`config.mk`:
```
export PLATFORM = sky130hd
export DESIGN_NAME = twi_cmd_window
export DESIGN_NICKNAME = d
export VERILOG_FILES = /design/src/rtl/twi_win_pkg.sv /design/src/rtl/twi_cmd_decode.sv /design/src/rtl/twi_cmd_seq.sv /design/src/rtl/twi_reg_bank.sv /design/src/rtl/twi_cmd_window.sv
export SDC_FILE = /design/constraint.sdc
export NUM_CORES = 1
export LEC_CHECK = 0
export BUFFER_PORTS_ARGS = -buffer_cell sky130_fd_sc_hd__buf_2
export CAP_MARGIN = 0
export CELL_PAD_IN_SITES_DETAIL_PLACEMENT = 0
export CELL_PAD_IN_SITES_GLOBAL_PLACEMENT = 2
export CORE_ASPECT_RATIO = 1.4
export CORE_MARGIN = 5
export CORE_UTILIZATION = 31
export DETAILED_ROUTE_END_ITERATION = 6
export GPL_TIMING_DRIVEN = 0
export MAX_ROUTING_LAYER = met4
export PLACE_DENSITY_LB_ADDON = 0.05
export RECOVER_POWER = 50
export SETUP_SLACK_MARGIN = 0.05
export SLEW_MARGIN = 40
export SYNTH_ARGS = -nofsm -noshare
export SYNTH_HDL_FRONTEND = slang
export SYNTH_HIERARCHICAL = 1
export SYNTH_SLANG_ARGS = --single-unit
```
`constraint.sdc`:
```
create_clock -name clk -period 3 [get_ports clk]
set_clock_uncertainty 0.1 [all_clocks]
set_input_delay 0 -clock clk [delete_from_list [all_inputs] [get_ports clk]]
set_output_delay 0 -clock clk [all_outputs]
set_load 0.02 [all_outputs]
```
`src/rtl/twi_win_pkg.sv`:
```
package twi_win_pkg;

  localparam int WORD_W   = 64;
  localparam int BYTE_W   = 8;
  localparam int OP_W     = 3;
  localparam int ADDR_W   = 3;
  localparam int M_W      = 4;
  localparam int N_W      = 3;

  localparam int BIT_BUSY = 63;
  localparam int OP_LSB   = 12;
  localparam int BIT_DIR  = 11;
  localparam int ADDR_LSB = 8;
  localparam int DECODE_W = OP_LSB + OP_W;

  localparam logic [OP_W-1:0]   OP_REGACC   = 3'd6;
  localparam logic [ADDR_W-1:0] ADDR_DATA   = 3'd0;
  localparam logic [ADDR_W-1:0] ADDR_CTRL   = 3'd2;
  localparam logic [ADDR_W-1:0] ADDR_SHARED = 3'd3;

  typedef enum logic [2:0] {
    TGT_BADOP  = 3'd0,
    TGT_DATA   = 3'd1,
    TGT_CTRL   = 3'd2,
    TGT_CLKDIV = 3'd3,
    TGT_STATUS = 3'd4,
    TGT_NONE   = 3'd5
  } tgt_e;

  function automatic tgt_e decode_target(input logic [OP_W-1:0] op,
                                         input logic dir_rd,
                                         input logic [ADDR_W-1:0] addr);
    tgt_e t;
    if (op != OP_REGACC) begin
      t = TGT_BADOP;
    end else begin
      case (addr)
        ADDR_DATA:   t = TGT_DATA;
        ADDR_CTRL:   t = TGT_CTRL;
        ADDR_SHARED: t = dir_rd ? TGT_STATUS : TGT_CLKDIV;
        default:     t = TGT_NONE;
      endcase
    end
    return t;
  endfunction

  function automatic logic [M_W-1:0] div_m_of(input logic [BYTE_W-1:0] b);
    return b[N_W +: M_W];
  endfunction

  function automatic logic [N_W-1:0] div_n_of(input logic [BYTE_W-1:0] b);
    return b[N_W-1:0];
  endfunction

endpackage

```
`src/rtl/twi_cmd_decode.sv`:
```
module twi_cmd_decode
  import twi_win_pkg::*;
(
  input  logic [DECODE_W-ADDR_LSB-1:0] fields,
  output tgt_e                         tgt
);
  localparam int OFS_OP  = OP_LSB - ADDR_LSB;
  localparam int OFS_DIR = BIT_DIR - ADDR_LSB;

  always_comb begin
    tgt = decode_target(fields[OFS_OP +: OP_W], fields[OFS_DIR],
                        fields[ADDR_W-1:0]);
  end
endmodule

```
`src/rtl/twi_cmd_seq.sv`:
```
module twi_cmd_seq
  import twi_win_pkg::*;
#(
  parameter int LATENCY = 2
) (
  input  logic              clk,
  input  logic              rst_n,
  input  logic              host_wr_en,
  input  logic [WORD_W-1:0] host_wr_data,
  input  logic              in_known,
  input  logic [BYTE_W-1:0] result_byte,
  output logic [WORD_W-1:0] word_q,
  output logic              busy,
  output logic              finishing
);
  localparam int CW = (LATENCY > 1) ? $clog2(LATENCY) : 1;
  localparam logic [CW-1:0] LOAD_KNOWN = CW'(LATENCY - 1);

  logic [CW-1:0] cnt_q;
  logic          accept;

  assign busy      = word_q[BIT_BUSY];
  assign finishing = busy && (cnt_q == '0);
  assign accept    = !busy && host_wr_en;

  always_ff @(posedge clk or negedge rst_n) begin
    if (!rst_n) begin
      word_q <= '0;
      cnt_q  <= '0;
    end else if (finishing) begin
      word_q[BIT_BUSY]     <= 1'b0;
      word_q[BYTE_W-1:0]   <= result_byte;
    end else if (accept) begin
      word_q <= host_wr_data;
      cnt_q  <= in_known ? LOAD_KNOWN : '0;
    end else if (busy) begin
      cnt_q <= cnt_q - 1'b1;
    end
  end

  initial begin
    if (LATENCY < 1) $error("LATENCY must be at least 1");
  end
endmodule

```
`src/rtl/twi_reg_bank.sv`:
```
module twi_reg_bank
  import twi_win_pkg::*;
(
  input  logic              clk,
  input  logic              rst_n,
  input  logic              finishing,
  input  tgt_e              tgt,
  input  logic              dir_rd,
  input  logic [BYTE_W-1:0] cmd_byte,
  input  logic [BYTE_W-1:0] rx_byte,
  input  logic [BYTE_W-1:0] status_byte,
  output logic [BYTE_W-1:0] result_byte,
  output logic [BYTE_W-1:0] ctrl_byte,
  output logic              ctrl_wr,
  output logic [BYTE_W-1:0] tx_byte,
  output logic              tx_wr,
  output logic              rx_rd,
  output logic [M_W-1:0]    div_m,
  output logic [N_W-1:0]    div_n,
  output logic              div_wr
);
  logic [BYTE_W-1:0] ctrl_q, tx_q;
  logic [M_W-1:0]    m_q;
  logic [N_W-1:0]    n_q;

  assign ctrl_wr = finishing && (tgt == TGT_CTRL) && !dir_rd;
  assign tx_wr   = finishing && (tgt == TGT_DATA) && !dir_rd;
  assign rx_rd   = finishing && (tgt == TGT_DATA) && dir_rd;
  assign div_wr  = finishing && (tgt == TGT_CLKDIV);

  always_comb begin
    case (tgt)
      TGT_DATA:   result_byte = dir_rd ? rx_byte : cmd_byte;
      TGT_CTRL:   result_byte = dir_rd ? ctrl_q : cmd_byte;
      TGT_STATUS: result_byte = status_byte;
      TGT_CLKDIV: result_byte = cmd_byte;
      TGT_NONE:   result_byte = dir_rd ? '0 : cmd_byte;
      default:    result_byte = '0;
    endcase
  end

  always_ff @(posedge clk or negedge rst_n) begin
    if (!rst_n) begin
      ctrl_q <= '0;
      tx_q   <= '0;
      m_q    <= '0;
      n_q    <= '0;
    end else begin
      if (ctrl_wr) ctrl_q <= cmd_byte;
      if (tx_wr)   tx_q   <= cmd_byte;
      if (div_wr) begin
        m_q <= div_m_of(cmd_byte);
        n_q <= div_n_of(cmd_byte);
      end
    end
  end

  assign ctrl_byte = ctrl_q;
  assign tx_byte   = tx_q;
  assign div_m     = m_q;
  assign div_n     = n_q;
endmodule

```
`src/rtl/twi_cmd_window.sv`:
```
module twi_cmd_window
  import twi_win_pkg::*;
#(
  parameter int LATENCY = 2
) (
  input  logic        clk,
  input  logic        rst_n,
  input  logic        host_wr_en,
  input  logic [63:0] host_wr_data,
  output logic [63:0] host_rd_data,
  output logic [7:0]  ctrl_byte,
  output logic        ctrl_wr,
  output logic [7:0]  tx_byte,
  output logic        tx_wr,
  input  logic [7:0]  rx_byte,
  output logic        rx_rd,
  input  logic [7:0]  status_byte,
  output logic [3:0]  div_m,
  output logic [2:0]  div_n,
  output logic        div_wr
);
  tgt_e              in_tgt, hold_tgt;
  logic              in_known;
  logic              busy, finishing, hold_bad;
  logic [WORD_W-1:0] word_q;
  logic [BYTE_W-1:0] result_byte;

  twi_cmd_decode u_dec_in (
    .fields (host_wr_data[DECODE_W-1:ADDR_LSB]),
    .tgt    (in_tgt)
  );

  twi_cmd_decode u_dec_hold (
    .fields (word_q[DECODE_W-1:ADDR_LSB]),
    .tgt    (hold_tgt)
  );

  assign in_known = (in_tgt != TGT_BADOP);
  assign hold_bad = (hold_tgt == TGT_BADOP);

  twi_cmd_seq #(.LATENCY(LATENCY)) u_seq (
    .clk          (clk),
    .rst_n        (rst_n),
    .host_wr_en   (host_wr_en),
    .host_wr_data (host_wr_data),
    .in_known     (in_known),
    .result_byte  (result_byte),
    .word_q       (word_q),
    .busy         (busy),
    .finishing    (finishing)
  );

  twi_reg_bank u_regs (
    .clk         (clk),
    .rst_n       (rst_n),
    .finishing   (finishing),
    .tgt         (hold_tgt),
    .dir_rd      (word_q[BIT_DIR]),
    .cmd_byte    (word_q[BYTE_W-1:0]),
    .rx_byte     (rx_byte),
    .status_byte (status_byte),
    .result_byte (result_byte),
    .ctrl_byte   (ctrl_byte),
    .ctrl_wr     (ctrl_wr),
    .tx_byte     (tx_byte),
    .tx_wr       (tx_wr),
    .rx_rd       (rx_rd),
    .div_m       (div_m),
    .div_n       (div_n),
    .div_wr      (div_wr)
  );

  assign host_rd_data = word_q;
endmodule

```
==> metrics <==
Die Y ~150 µm; P_leak 3.13 nW; initial antenna violation count 0; R2R Path Start u_seq/word_q[11]; Setup WS pre-CTS -0.0661 ns; Starting Density 0.316; post-synth design cell area 4230 µm²; final hold violations 0; slowest CP cell a2111oi_4; Hold WC Path Type primary input to flip-flop; clock-pin slew on the worst setup and hold paths 0.07 ns; simple-gate share of the synthesized area 0.0393; Slew Viols, Final 45; Nets 620; Routed WL per cell 16.8 µm; cell with the most instances after synthesis dfrtp_1; largest net degree at the start of global routing 46; DRC viols 0; Async S/R FF share, synth 1.00; status finished with violations; crit path from u_seq/word_q[11]; Worst Setup EP ctrl_wr; number of synthesized flops with an enable pin 0; #FFs+latches synth 88; Synth Area in Compound Gates 0.0497; mux cell area share after synthesis 0.346; R2R depth 6; total track usage 0.160; most frequent cells after synthesis dfrtp_1 (88), mux2_4 (47), mux2i_1 (41); WP depth 7; failing checks capacitance limit, slew limit; final setup vio count 0; Final Critical Period 2.82 ns; RSZ-0062 raised after global routing true; fmax roughly 350 MHz; post-synthesis adder-cell area fraction 0; post-synthesis to final-layout area growth 51.4%; Worst-Margin Slew 2.22 ns; crit path cell chain a2111oi_4, or3b_1, buf_2, or3b_1, buf_6, inv_1, buf_2; Yosys top cell area share 0.521; hpwl dp approximately 8.7 mm; CTS max path bufs 2; crit path max fanout 9; CP peak stage delay about 0.55 ns; PortBufs 172; cell count after synthesis 274; Worst Path Arrival roughly 2.7 ns; Slew headroom -0.478; TritonCTS clock tree built; Worst R2R Setup Slack 0.30 ns; H-tree levels 3; io pins roughly 170; Final Cell Area 6400 µm²; worst flop-to-flop path endpoint u_regs/ctrl_byte[1]; fraction of layout cells with a size suffix above 1 0.458; Max Cap Violations 1; Seq/Total Area, Yosys 0.521; drt via density 4.53; Final GP Congestion between 0.7 and 0.8; Power Total 3.66 mW; dominant cell type by area after synthesis dfrtp_1; Netlist cell types 35; Die ar. around 16000 µm²; Root Buffer clkbuf_16; Worst Setup End Kind output port; xor and xnor area share after synthesis 0; crit path kind flip-flop to output port; Buf+Inv Stages, Crit Path 4; largest family of logic cells by synthesized area multiplexers; DR vias between 3000 and 4000; hold path depth 4; first-pass GRT wire length 19.6 mm; drt first pass iters 4; Clock Latency Late Sink 0.33 ns; TritonCTS buffer count 9; critical path's top delay family simple AND/OR/NAND/NOR gates; number of antenna diodes 0; core footprint 13400 µm²; largest cells by area after synthesis dfrtp_1 (52%), mux2_4 (17%), mux2i_1 (9.7%), mux2_2 (8.3%), buf_12 (1.9%); final wirelength about 12 mm; Avg Cell Area, Syn approximately 15 µm²; DR iter-0 viols 66; final period utilization 0.939; vias in the first global route 3707; worst path required time between 2 and 3 ns; worst vdd rail ir drop about 0.25 mV; post-route ant nets 0; Sink Count 88; Yosys Warn Count 6; crit start category flip-flop; Primary FF master, synth dfrtp_1; power per cell area around 570 nW/µm²; final worst setup slack 0.183 ns; placed cell area 5390 µm²; die span in x 109 µm; FP Rows 50; total grt overflow 0; synthesized net count 357
-- state kept, by name, indices dropped and copies added (netlist names) --
register and cells:
u_regs/div_m 4, u_regs/ctrl_byte 8, u_regs/div_n 3, u_seq/cnt_q 1, u_regs/tx_byte 8, u_seq/word_q 64
-- metal layers --
layer,up-vias,global-route usage,share of wire
met4,0,0.0543,0.015
met3,12,0.0339,0.060
met5,-,-,0
li1,1541,-,-
met2,115,0.269,0.51
met1,1611,0.190,0.42
-- cell usage in the layout (no fill, tap or decap), drive strengths merged --
cell type / instances
nor4b: 1
clkinv: 4
nor2: 2
mux2: 78
nor4: 1
nand2b: 3
dlymetal6s4s: 1
a21oi: 2
o21ai: 2
or2: 1
nand2: 1
a22o: 1
or3b: 4
clkbuf: 57
o22ai: 7
nor3b: 1
inv: 7
a2111oi: 2
or3: 1
buf: 143
o2bb2ai: 1
dfrtp: 88
a221o: 7
a21boi: 1
a31oi: 2
nor2b: 2
dlygate4sd3: 77
mux2i: 41
a211o: 1
nand3b: 2
clkinvlp: 1
-- power breakdown --
group,internal (mW),total (mW),leakage (nW),switching [mW]
Clock,0.587,1.07,0.139,0.485
Sequential,1.37,1.52,1.08,0.149
Combinational,0.517,1.07,1.91,0.551
-- worst register-to-register path, stage by stage (launching register included) --
cell and delay, ns:
dfrtp_1 0.47, a2111oi_4 0.55, or3b_1 0.38, buf_2 0.20
or3b_1 0.40, buf_6 0.17, mux2_4 0.31
-- through the flow --
stage          TNS (ns)  hold WS (ns)  cells   util
5_1_grt               0        0.0412    724  0.478
3_5_place_dp     -0.501        -0.172    630  0.402
2_1_floorplan         0        -0.396    274      -
3_3_place_gp          0         0.119    628  0.397
6_report              0        0.0228    724  0.478
4_1_cts               0       0.00171    723  0.482
-- layout make-up --
class | instances | area (µm²)
buffer | 16 | 164
tap | 182 | 228
fill | 1287 | 6980
sequential | 88 | 2200
clock inverter | 6 | 43.8
multi-input combinational | 164 | 1880
timing repair buffer | 252 | 1630
clock buffer | 10 | 239
inverter | 6 | 22.5
-- repair_timing --
item | 4_1_cts | 5_1_grt
endpoints found under the setup margin | 10 | 4
endpoints found under the hold margin | 153 | 0
buffers inserted | 0 | 1
pin swaps | 1 | 1
hold buffers | 77 | 0
resized for setup | 1 | 1
-- logic make-up after synthesis --
group	Yosys count
buf+inv	22
flops	88
compound gates	26
mux	119
simple gates	19
-- worst min-delay path by stage --
| stage | start | endpoint | slack (ns) |
|---|---|---|---|
| floorplan | rst_n | u_regs/ctrl_byte[0] | -0.40 |
| global placement | host_wr_data[63] | u_seq/word_q[63] | 0.12 |
| detailed placement | rst_n | u_seq/word_q[8] | -0.17 |
| CTS | status_byte[4] | u_seq/word_q[4] | 0.002 |
| global route | status_byte[7] | u_seq/word_q[7] | 0.04 |
| finish | status_byte[4] | u_seq/word_q[4] | 0.02 |
(Power assumes the default switching activity.)
